==> config.mk <==
export PLATFORM = sky130hd
export DESIGN_NAME = serprog_slave
export DESIGN_NICKNAME = d
export VERILOG_FILES = /design/src/rtl/serprog_pkg.sv /design/src/rtl/serprog_sync.sv /design/src/rtl/serprog_cmd.sv /design/src/rtl/serprog_frame.sv /design/src/rtl/serprog_addr.sv /design/src/rtl/serprog_slave.sv
export SDC_FILE = /design/constraint.sdc
export NUM_CORES = 1
export LEC_CHECK = 0
export BUFFER_PORTS_ARGS = -buffer_cell sky130_fd_sc_hd__buf_2
export CORE_UTILIZATION = 50
export DETAILED_ROUTE_END_ITERATION = 8
export GPL_TIMING_DRIVEN = 1
export PLACE_DENSITY_LB_ADDON = 0.25
export SLEW_MARGIN = 5
export SYNTH_ARGS = -nofsm -noshare
export SYNTH_HDL_FRONTEND = slang
export SYNTH_SLANG_ARGS = --single-unit
==> constraint.sdc <==
create_clock -name clk -period 3.75 [get_ports clk]
set_input_delay 0.75 -clock clk [delete_from_list [all_inputs] [get_ports clk]]
set_output_delay 0.75 -clock clk [all_outputs]
set_load 0.01 [all_outputs]
==> src/rtl/serprog_pkg.sv <==
package serprog_pkg;
  localparam int CMD_W = 6;

  localparam logic [CMD_W-1:0] OP_WRITE = 6'b000010;
  localparam logic [CMD_W-1:0] OP_FETCH = 6'b000100;
  localparam logic [CMD_W-1:0] OP_ADV   = 6'b000110;
  localparam logic [CMD_W-1:0] OP_START = 6'b001000;
  localparam logic [CMD_W-1:0] OP_STOP  = 6'b001110;

  typedef enum logic [1:0] {
    F_IDLE  = 2'd0,
    F_WRITE = 2'd1,
    F_FETCH = 2'd2
  } frame_mode_e;
endpackage

==> src/rtl/serprog_sync.sv <==
module serprog_sync #(
  parameter int STAGES = 2
) (
  input  logic clk,
  input  logic rst,
  input  logic async_i,
  output logic lvl_o
);
  logic [STAGES-1:0] chain;

  always_ff @(posedge clk) begin
    if (rst) chain <= '0;
    else     chain <= {chain[STAGES-2:0], async_i};
  end

  assign lvl_o = chain[STAGES-1];
endmodule

==> src/rtl/serprog_cmd.sv <==
module serprog_cmd import serprog_pkg::*; (
  input  logic             clk,
  input  logic             rst,
  input  logic             en,
  input  logic             pc_fall,
  input  logic             din,
  output logic             stb,
  output logic [CMD_W-1:0] code
);
  localparam int BW = $clog2(CMD_W);

  logic [CMD_W-1:0] sh;
  logic [BW-1:0]    cnt;
  logic [CMD_W-1:0] sh_nxt;

  assign sh_nxt = {din, sh[CMD_W-1:1]};

  always_ff @(posedge clk) begin
    if (rst) begin
      sh   <= '0;
      cnt  <= '0;
      stb  <= 1'b0;
      code <= '0;
    end else begin
      stb <= 1'b0;
      if (en && pc_fall) begin
        sh <= sh_nxt;
        if (cnt == BW'(CMD_W-1)) begin
          cnt  <= '0;
          stb  <= 1'b1;
          code <= sh_nxt;
        end else begin
          cnt <= cnt + 1'b1;
        end
      end
    end
  end


  stb_single_chk: assert property (@(posedge clk) disable iff (rst)
    stb |=> !stb);
endmodule

==> src/rtl/serprog_frame.sv <==
module serprog_frame import serprog_pkg::*; #(
  parameter int DW = 12,
  parameter int FW = 14
) (
  input  logic          clk,
  input  logic          rst,
  input  logic          start_write,
  input  logic          start_fetch,
  input  logic          pc_rise,
  input  logic          pc_fall,
  input  logic          din,
  input  logic [DW-1:0] rdata,
  output logic          busy,
  output logic          write_done,
  output logic [DW-1:0] wdata,
  output logic          dout,
  output logic          oe
);
  localparam int FRAME = FW + 2;
  localparam int CW    = $clog2(FRAME + 1);

  frame_mode_e   mode;
  logic [CW-1:0] cnt;
  logic [CW-1:0] nxt;
  logic [FW-1:0] sh;
  logic          in_window;

  assign nxt       = cnt + 1'b1;
  assign in_window = (nxt >= CW'(2)) && (nxt <= CW'(FRAME-1));
  assign busy      = (mode != F_IDLE);

  always_ff @(posedge clk) begin
    if (rst) begin
      mode       <= F_IDLE;
      cnt        <= '0;
      sh         <= '0;
      wdata      <= '0;
      dout       <= 1'b0;
      oe         <= 1'b0;
      write_done <= 1'b0;
    end else begin
      write_done <= 1'b0;
      case (mode)
        F_IDLE: begin
          cnt <= '0;
          if (start_write) begin
            mode <= F_WRITE;
          end else if (start_fetch) begin
            mode <= F_FETCH;
            sh   <= FW'(rdata);
          end
        end
        F_WRITE: begin
          if (pc_rise) cnt <= nxt;
          if (pc_fall) begin
            if (cnt >= CW'(2) && cnt <= CW'(FRAME-1))
              sh <= {din, sh[FW-1:1]};
            if (cnt == CW'(FRAME)) begin
              mode       <= F_IDLE;
              wdata      <= sh[DW-1:0];
              write_done <= 1'b1;
            end
          end
        end
        F_FETCH: begin
          if (pc_rise) begin
            cnt <= nxt;
            if (in_window) begin
              oe   <= 1'b1;
              dout <= sh[0];
              sh   <= {1'b0, sh[FW-1:1]};
            end else begin
              oe   <= 1'b0;
              dout <= 1'b0;
            end
          end
          if (pc_fall && cnt == CW'(FRAME)) mode <= F_IDLE;
        end
        default: mode <= F_IDLE;
      endcase
    end
  end


  oe_mode_chk: assert property (@(posedge clk) disable iff (rst)
    oe |-> (mode == F_FETCH));


  wdata_src_chk: assert property (@(posedge clk) disable iff (rst)
    !$stable(wdata) |-> write_done);
endmodule

==> src/rtl/serprog_addr.sv <==
module serprog_addr #(
  parameter int AW = 13
) (
  input  logic          clk,
  input  logic          rst,
  input  logic          inc,
  output logic [AW-1:0] addr
);
  always_ff @(posedge clk) begin
    if (rst)      addr <= '0;
    else if (inc) addr <= addr + 1'b1;
  end


  addr_step_chk: assert property (@(posedge clk) disable iff (rst)
    !$stable(addr) |-> (addr == $past(addr) + 1'b1));
endmodule

==> src/rtl/serprog_slave.sv <==
module serprog_slave import serprog_pkg::*; #(
  parameter int AW   = 13,
  parameter int DW   = 12,
  parameter int FW   = 14,
  parameter int SYNC = 2
) (
  input  logic          clk,
  input  logic          rst,
  input  logic          pclk_i,
  input  logic          pdat_i,
  output logic          pdat_o,
  output logic          pdat_oe,
  output logic [AW-1:0] mem_addr,
  output logic [DW-1:0] mem_wdata,
  output logic          mem_prog,
  input  logic [DW-1:0] mem_rdata
);
  localparam int NPIN = 2;

  logic [NPIN-1:0] pin_raw;
  logic [NPIN-1:0] pin_lvl;
  logic            clk_prev;
  logic            pc_rise, pc_fall;
  logic            cmd_stb;
  logic [CMD_W-1:0] cmd_code;
  logic            frame_busy, write_done;
  logic            armed;
  logic            go_write, go_fetch, go_adv, go_start, go_stop;

  assign pin_raw = {pdat_i, pclk_i};

  for (genvar gi = 0; gi < NPIN; gi++) begin : g_sync
    serprog_sync #(.STAGES(SYNC)) u_sync (
      .clk(clk), .rst(rst), .async_i(pin_raw[gi]), .lvl_o(pin_lvl[gi])
    );
  end

  always_ff @(posedge clk) begin
    if (rst) clk_prev <= 1'b0;
    else     clk_prev <= pin_lvl[0];
  end

  assign pc_rise = pin_lvl[0] & ~clk_prev;
  assign pc_fall = ~pin_lvl[0] & clk_prev;

  serprog_cmd u_cmd (
    .clk(clk), .rst(rst), .en(~frame_busy), .pc_fall(pc_fall),
    .din(pin_lvl[1]), .stb(cmd_stb), .code(cmd_code)
  );

  assign go_stop  = cmd_stb && (cmd_code == OP_STOP);
  assign go_write = cmd_stb && !mem_prog && (cmd_code == OP_WRITE);
  assign go_fetch = cmd_stb && !mem_prog && (cmd_code == OP_FETCH);
  assign go_adv   = cmd_stb && !mem_prog && (cmd_code == OP_ADV);
  assign go_start = cmd_stb && !mem_prog && (cmd_code == OP_START) && armed;

  serprog_frame #(.DW(DW), .FW(FW)) u_frame (
    .clk(clk), .rst(rst), .start_write(go_write), .start_fetch(go_fetch),
    .pc_rise(pc_rise), .pc_fall(pc_fall), .din(pin_lvl[1]),
    .rdata(mem_rdata), .busy(frame_busy), .write_done(write_done),
    .wdata(mem_wdata), .dout(pdat_o), .oe(pdat_oe)
  );

  serprog_addr #(.AW(AW)) u_addr (
    .clk(clk), .rst(rst), .inc(go_adv), .addr(mem_addr)
  );

  always_ff @(posedge clk) begin
    if (rst) begin
      mem_prog <= 1'b0;
      armed    <= 1'b0;
    end else begin
      if (write_done) armed <= 1'b1;
      else if (go_start) armed <= 1'b0;
      if (go_stop) mem_prog <= 1'b0;
      else if (go_start) mem_prog <= 1'b1;
    end
  end


  prog_rise_chk: assert property (@(posedge clk) disable iff (rst)
    $rose(mem_prog) |-> $past(armed));


  prog_hold_chk: assert property (@(posedge clk) disable iff (rst)
    (mem_prog && !(cmd_stb && cmd_code == OP_STOP)) |=> mem_prog);


  prog_quiet_chk: assert property (@(posedge clk) disable iff (rst)
    mem_prog |-> !frame_busy);
endmodule

==> flow_summary.json <==
{
  "drc": 0,
  "pre_cts_slack_ns": 1.13,
  "min_to": "g_sync[1].u_sync.chain[1]",
  "drt_iter0_drc": 98,
  "max_freq_mhz": 374,
  "rsz0062_at_grt": "false",
  "wirelength_um": 6210,
  "p_leak_nw": 1.47,
  "synth.avg_cell_area_um2": 8.50,
  "num-fill-cells": 573,
  "syn_inst": 385,
  "viasPerCell": 5.30,
  "hold_buffers": 0,
  "wl_per_cell_um": 12.3,
  "nets": 447,
  "crit_fanout": 14,
  "yosysTopAreaCell": "dfxtp_1",
  "cp_top_family": "compound AO/OA/AOI/OAI gates",
  "synth_edf_count": 0,
  "tightest_slew_ns": 1.12,
  "ctsResizeCount": 0,
  "setup_slack_ns": 1.08,
  "setup_viol": 0,
  "maxCapViolCount": 0,
  "synth_seq_cells": 71,
  "rr_worst_depth": 7,
  "antenna_found_initial": 0,
  "slowest_stage": "a221o_1",
  "synth_nets": 411,
  "yosysWarnings": 0,
  "cpMostUsedCell": "ha_1",
  "p_int_mw": 1.09,
  "cts_tree": "done",
  "clk_pin_slew_ns": 0.07,
  "hold_start": "g_sync[1].u_sync.chain[0]",
  "place.gp.congestion": 0.860,
  "core_area_mm2": 0.00635,
  "synth_cell_types": 43,
  "gr-usage-met3": 0.0567,
  "power_frac_seq": 0.545,
  "p_sw_mw": 0.340,
  "dieHeight_um": 82.9,
  "crit_arrival_ns": 2.90,
  "cp_num_buf_inv": 0,
  "worstReg2RegStart": "u_frame.cnt[0]",
  "cts_buffer_depth": 2,
  "syn2layout_area_growth_pct": 13.0,
  "path_class": "register to register",
  "busiest_layer": "met2",
  "grt_usage": 0.194,
  "grt_pass1_vias": 2416,
  "sw_frac_of_total": 0.239,
  "floorplan.rows": 29,
  "cts-root-buf": "clkbuf_8",
  "slowest_delay_ns": 0.63,
  "min_path_type": "register to register",
  "r2r-end": "u_frame.sh[1]",
  "placed_area_mm2": 0.00352,
  "ant_nets": 0,
  "hpwlAfterDp_um": 4190,
  "overflow": 0,
  "power_frac_clock": 0.383,
  "powerDensity_mw_per_mm2": 385,
  "startpoint_type": "register",
  "final_max_slew_viol_count": 0,
  "met2_usage": 0.310,
  "hold_slack_ns": 0.437,
  "cts_inserted_buffers": 9,
  "synthFlopType": "dfxtp_1",
  "pwr-share-comb": 0.072,
  "port_buffers": 43,
  "grt_max_degree": 67,
  "hold_depth": 1,
  "crit_path_end_kind": "register",
  "period_share": 0.713,
  "design_area_mm2": 0.00370,
  "async_reset_ff_frac": 0,
  "drive_above_1_share": 0.174,
  "layout_min_cycle_time_ns": 2.67,
  "pin_count": 44,
  "antenna_cells": 0,
  "worstPathCellList": "ha_1 > and3_1 > ha_1 > o31a_1 > mux2i_1 > a221o_1 > mux2_2",
  "vias": 2666,
  "post-cts-setup-buffers": 0,
  "seq_area_frac_synth": 0.434,
  "peakVddDrop_mv": 0.260,
  "finalHoldViolations": 0,
  "status": "completed",
  "utilization": 0.582,
  "die_area_mm2": 0.00687,
  "synthTopCellsByArea": "dfxtp_1 43%, a21oi_1 6.3%, nor2b_1 5.9%",
  "reg2reg_slack_ns": 1.08,
  "fin_tns_setup_ns": 0,
  "h-tree-depth": 3,
  "synth_area_mm2": 0.00327,
  "start_util": 0.515,
  "clk_latency_ns": 0.34,
  "skew_ns": 0.0107,
  "clock-sinks": 71,
  "firstDrtPassIters": 6,
  "grt_pass1_wl_um": 10800,
  "die_w_um": 82.9,
  "use_met1": 0.247,
  "required_ns": 3.98,
  "synth_top_area_frac": 0.434,
  "relSlewSlack": 0.256
}
==> Yosys cell counts, types with 2 or more instances <==
master     n
nand3_1   25
nor3b_1    3
a41oi_1    2
nand3b_1   3
buf_1      2
or3_1      3
nand2b_1   6
o21ai_0    3
dfxtp_1   71
a211oi_1   2
nor4_2     3
ha_1      10
nor2_1    49
buf_2      3
a21oi_1   41
xor2_1     4
nor2b_1   31
xnor2_1   10
inv_1     16
nand2_1   32
mux2_2     7
mux2_1     6
mux2i_1    9
nor3_1     9
a31oi_1    3
clkbuf_1  15
==> power groups by stage <==
stage | combinational, mW | sequential (mW) | clock [mW]
3_5_place_dp | 0.104 | 0.794 | 0
4_1_cts | 0.105 | 0.776 | 0.566
6_report | 0.103 | 0.777 | 0.545
5_1_grt | 0.117 | 0.778 | 0.595
3_3_place_gp | 0.102 | 0.794 | 0
2_1_floorplan | 0.0815 | 0.791 | 0
==> registers in the layout, summed over array words and instances, names as in the netlist, 3 cells and up <==
signal	count
g_sync.u_sync.chain	4
u_addr.addr	13
u_cmd.cnt	3
u_cmd.code	6
u_cmd.sh	5
u_frame.cnt	5
u_frame.sh	14
u_frame.wdata	12
==> metrics by stage <==
stage	power, mW	cells
finish	1.43	503
global route	1.49	503
CTS	1.45	503
detailed placement	0.898	487
global placement	0.896	487
floorplan	0.872	385
==> worst max-delay path by stage <==
stage / start / cells after the start / endpoint
finish: u_frame.cnt[0] / 7 / u_frame.sh[1]
global placement: u_frame.cnt[0] / 7 / u_frame.sh[9]
floorplan: u_frame.cnt[0] / 9 / u_frame.sh[10]
detailed placement: u_frame.cnt[0] / 7 / u_frame.sh[1]
CTS: u_frame.cnt[0] / 7 / u_frame.sh[1]
global route: u_frame.cnt[0] / 7 / u_frame.sh[3]
==> worst register-to-register path, stage by stage (launching register included) <==
cell and delay (ns):
dfxtp_1 0.38, ha_1 0.26, and3_1 0.19, ha_1 0.33, o31a_1 0.12, mux2i_1 0.24, a221o_1 0.63, mux2_2 0.41
==> per-layer routing <==
layer,part of all wire,wire (µm),vias to the layer above
met3,0.032,201,9
met5,0,0,-
met4,0.019,116,0
met1,0.47,2950,1234
li1,-,-,1373
met2,0.47,2940,50
==> final cells by class <==
type,count,area [µm²],area share
multi-input combinational,277,1710,0.461
sequential,71,1420,0.384
timing repair buffer,46,238,0.0643
clock buffer,13,159,0.0430
tap,77,96.3,0.0260
inverter,16,60.1,0.0162
clock inverter,3,17.5,0.00474
==> cells by family (layout without fill, tap and decap cells) <==
| group | after synthesis | count (layout) | share of synthesized area |
|---|---|---|---|
| XOR/XNOR | 14 | 14 | 0.0375 |
| adder cells (fa/ha/maj) | 10 | 10 | 0.0382 |
| AO/OA/AOI/OAI | 57 | 57 | 0.0983 |
| buffers and inverters | 37 | 78 | 0.0459 |
| flip-flops | 71 | 71 | 0.434 |
| multiplexers | 22 | 22 | 0.0723 |
| AND/OR/NAND/NOR | 174 | 174 | 0.273 |
==> cell usage in the layout (no fill, tap or decap), types with 2 or more instances in the layout <==
| cell | n |
|---|---|
| xnor2_1 | 10 |
| mux2_1 | 6 |
| dfxtp_1 | 71 |
| nor3b_1 | 3 |
| inv_1 | 16 |
| clkinv_2 | 2 |
| nand3b_1 | 3 |
| mux2_2 | 7 |
| or3_1 | 3 |
| a21oi_1 | 41 |
| ha_1 | 10 |
| nor4_2 | 4 |
| xor2_1 | 4 |
| a41oi_1 | 2 |
| buf_4 | 3 |
| nand3_1 | 25 |
| a211oi_1 | 2 |
| a31oi_1 | 3 |
| nand2_1 | 32 |
| nor3_1 | 9 |
| clkbuf_8 | 11 |
| mux2i_1 | 9 |
| o21ai_0 | 3 |
| nor2b_1 | 31 |
| nor2_1 | 49 |
| buf_2 | 43 |
| clkbuf_1 | 2 |
| nand2b_1 | 6 |
Note: power is estimated with default switching activity, not from simulation.
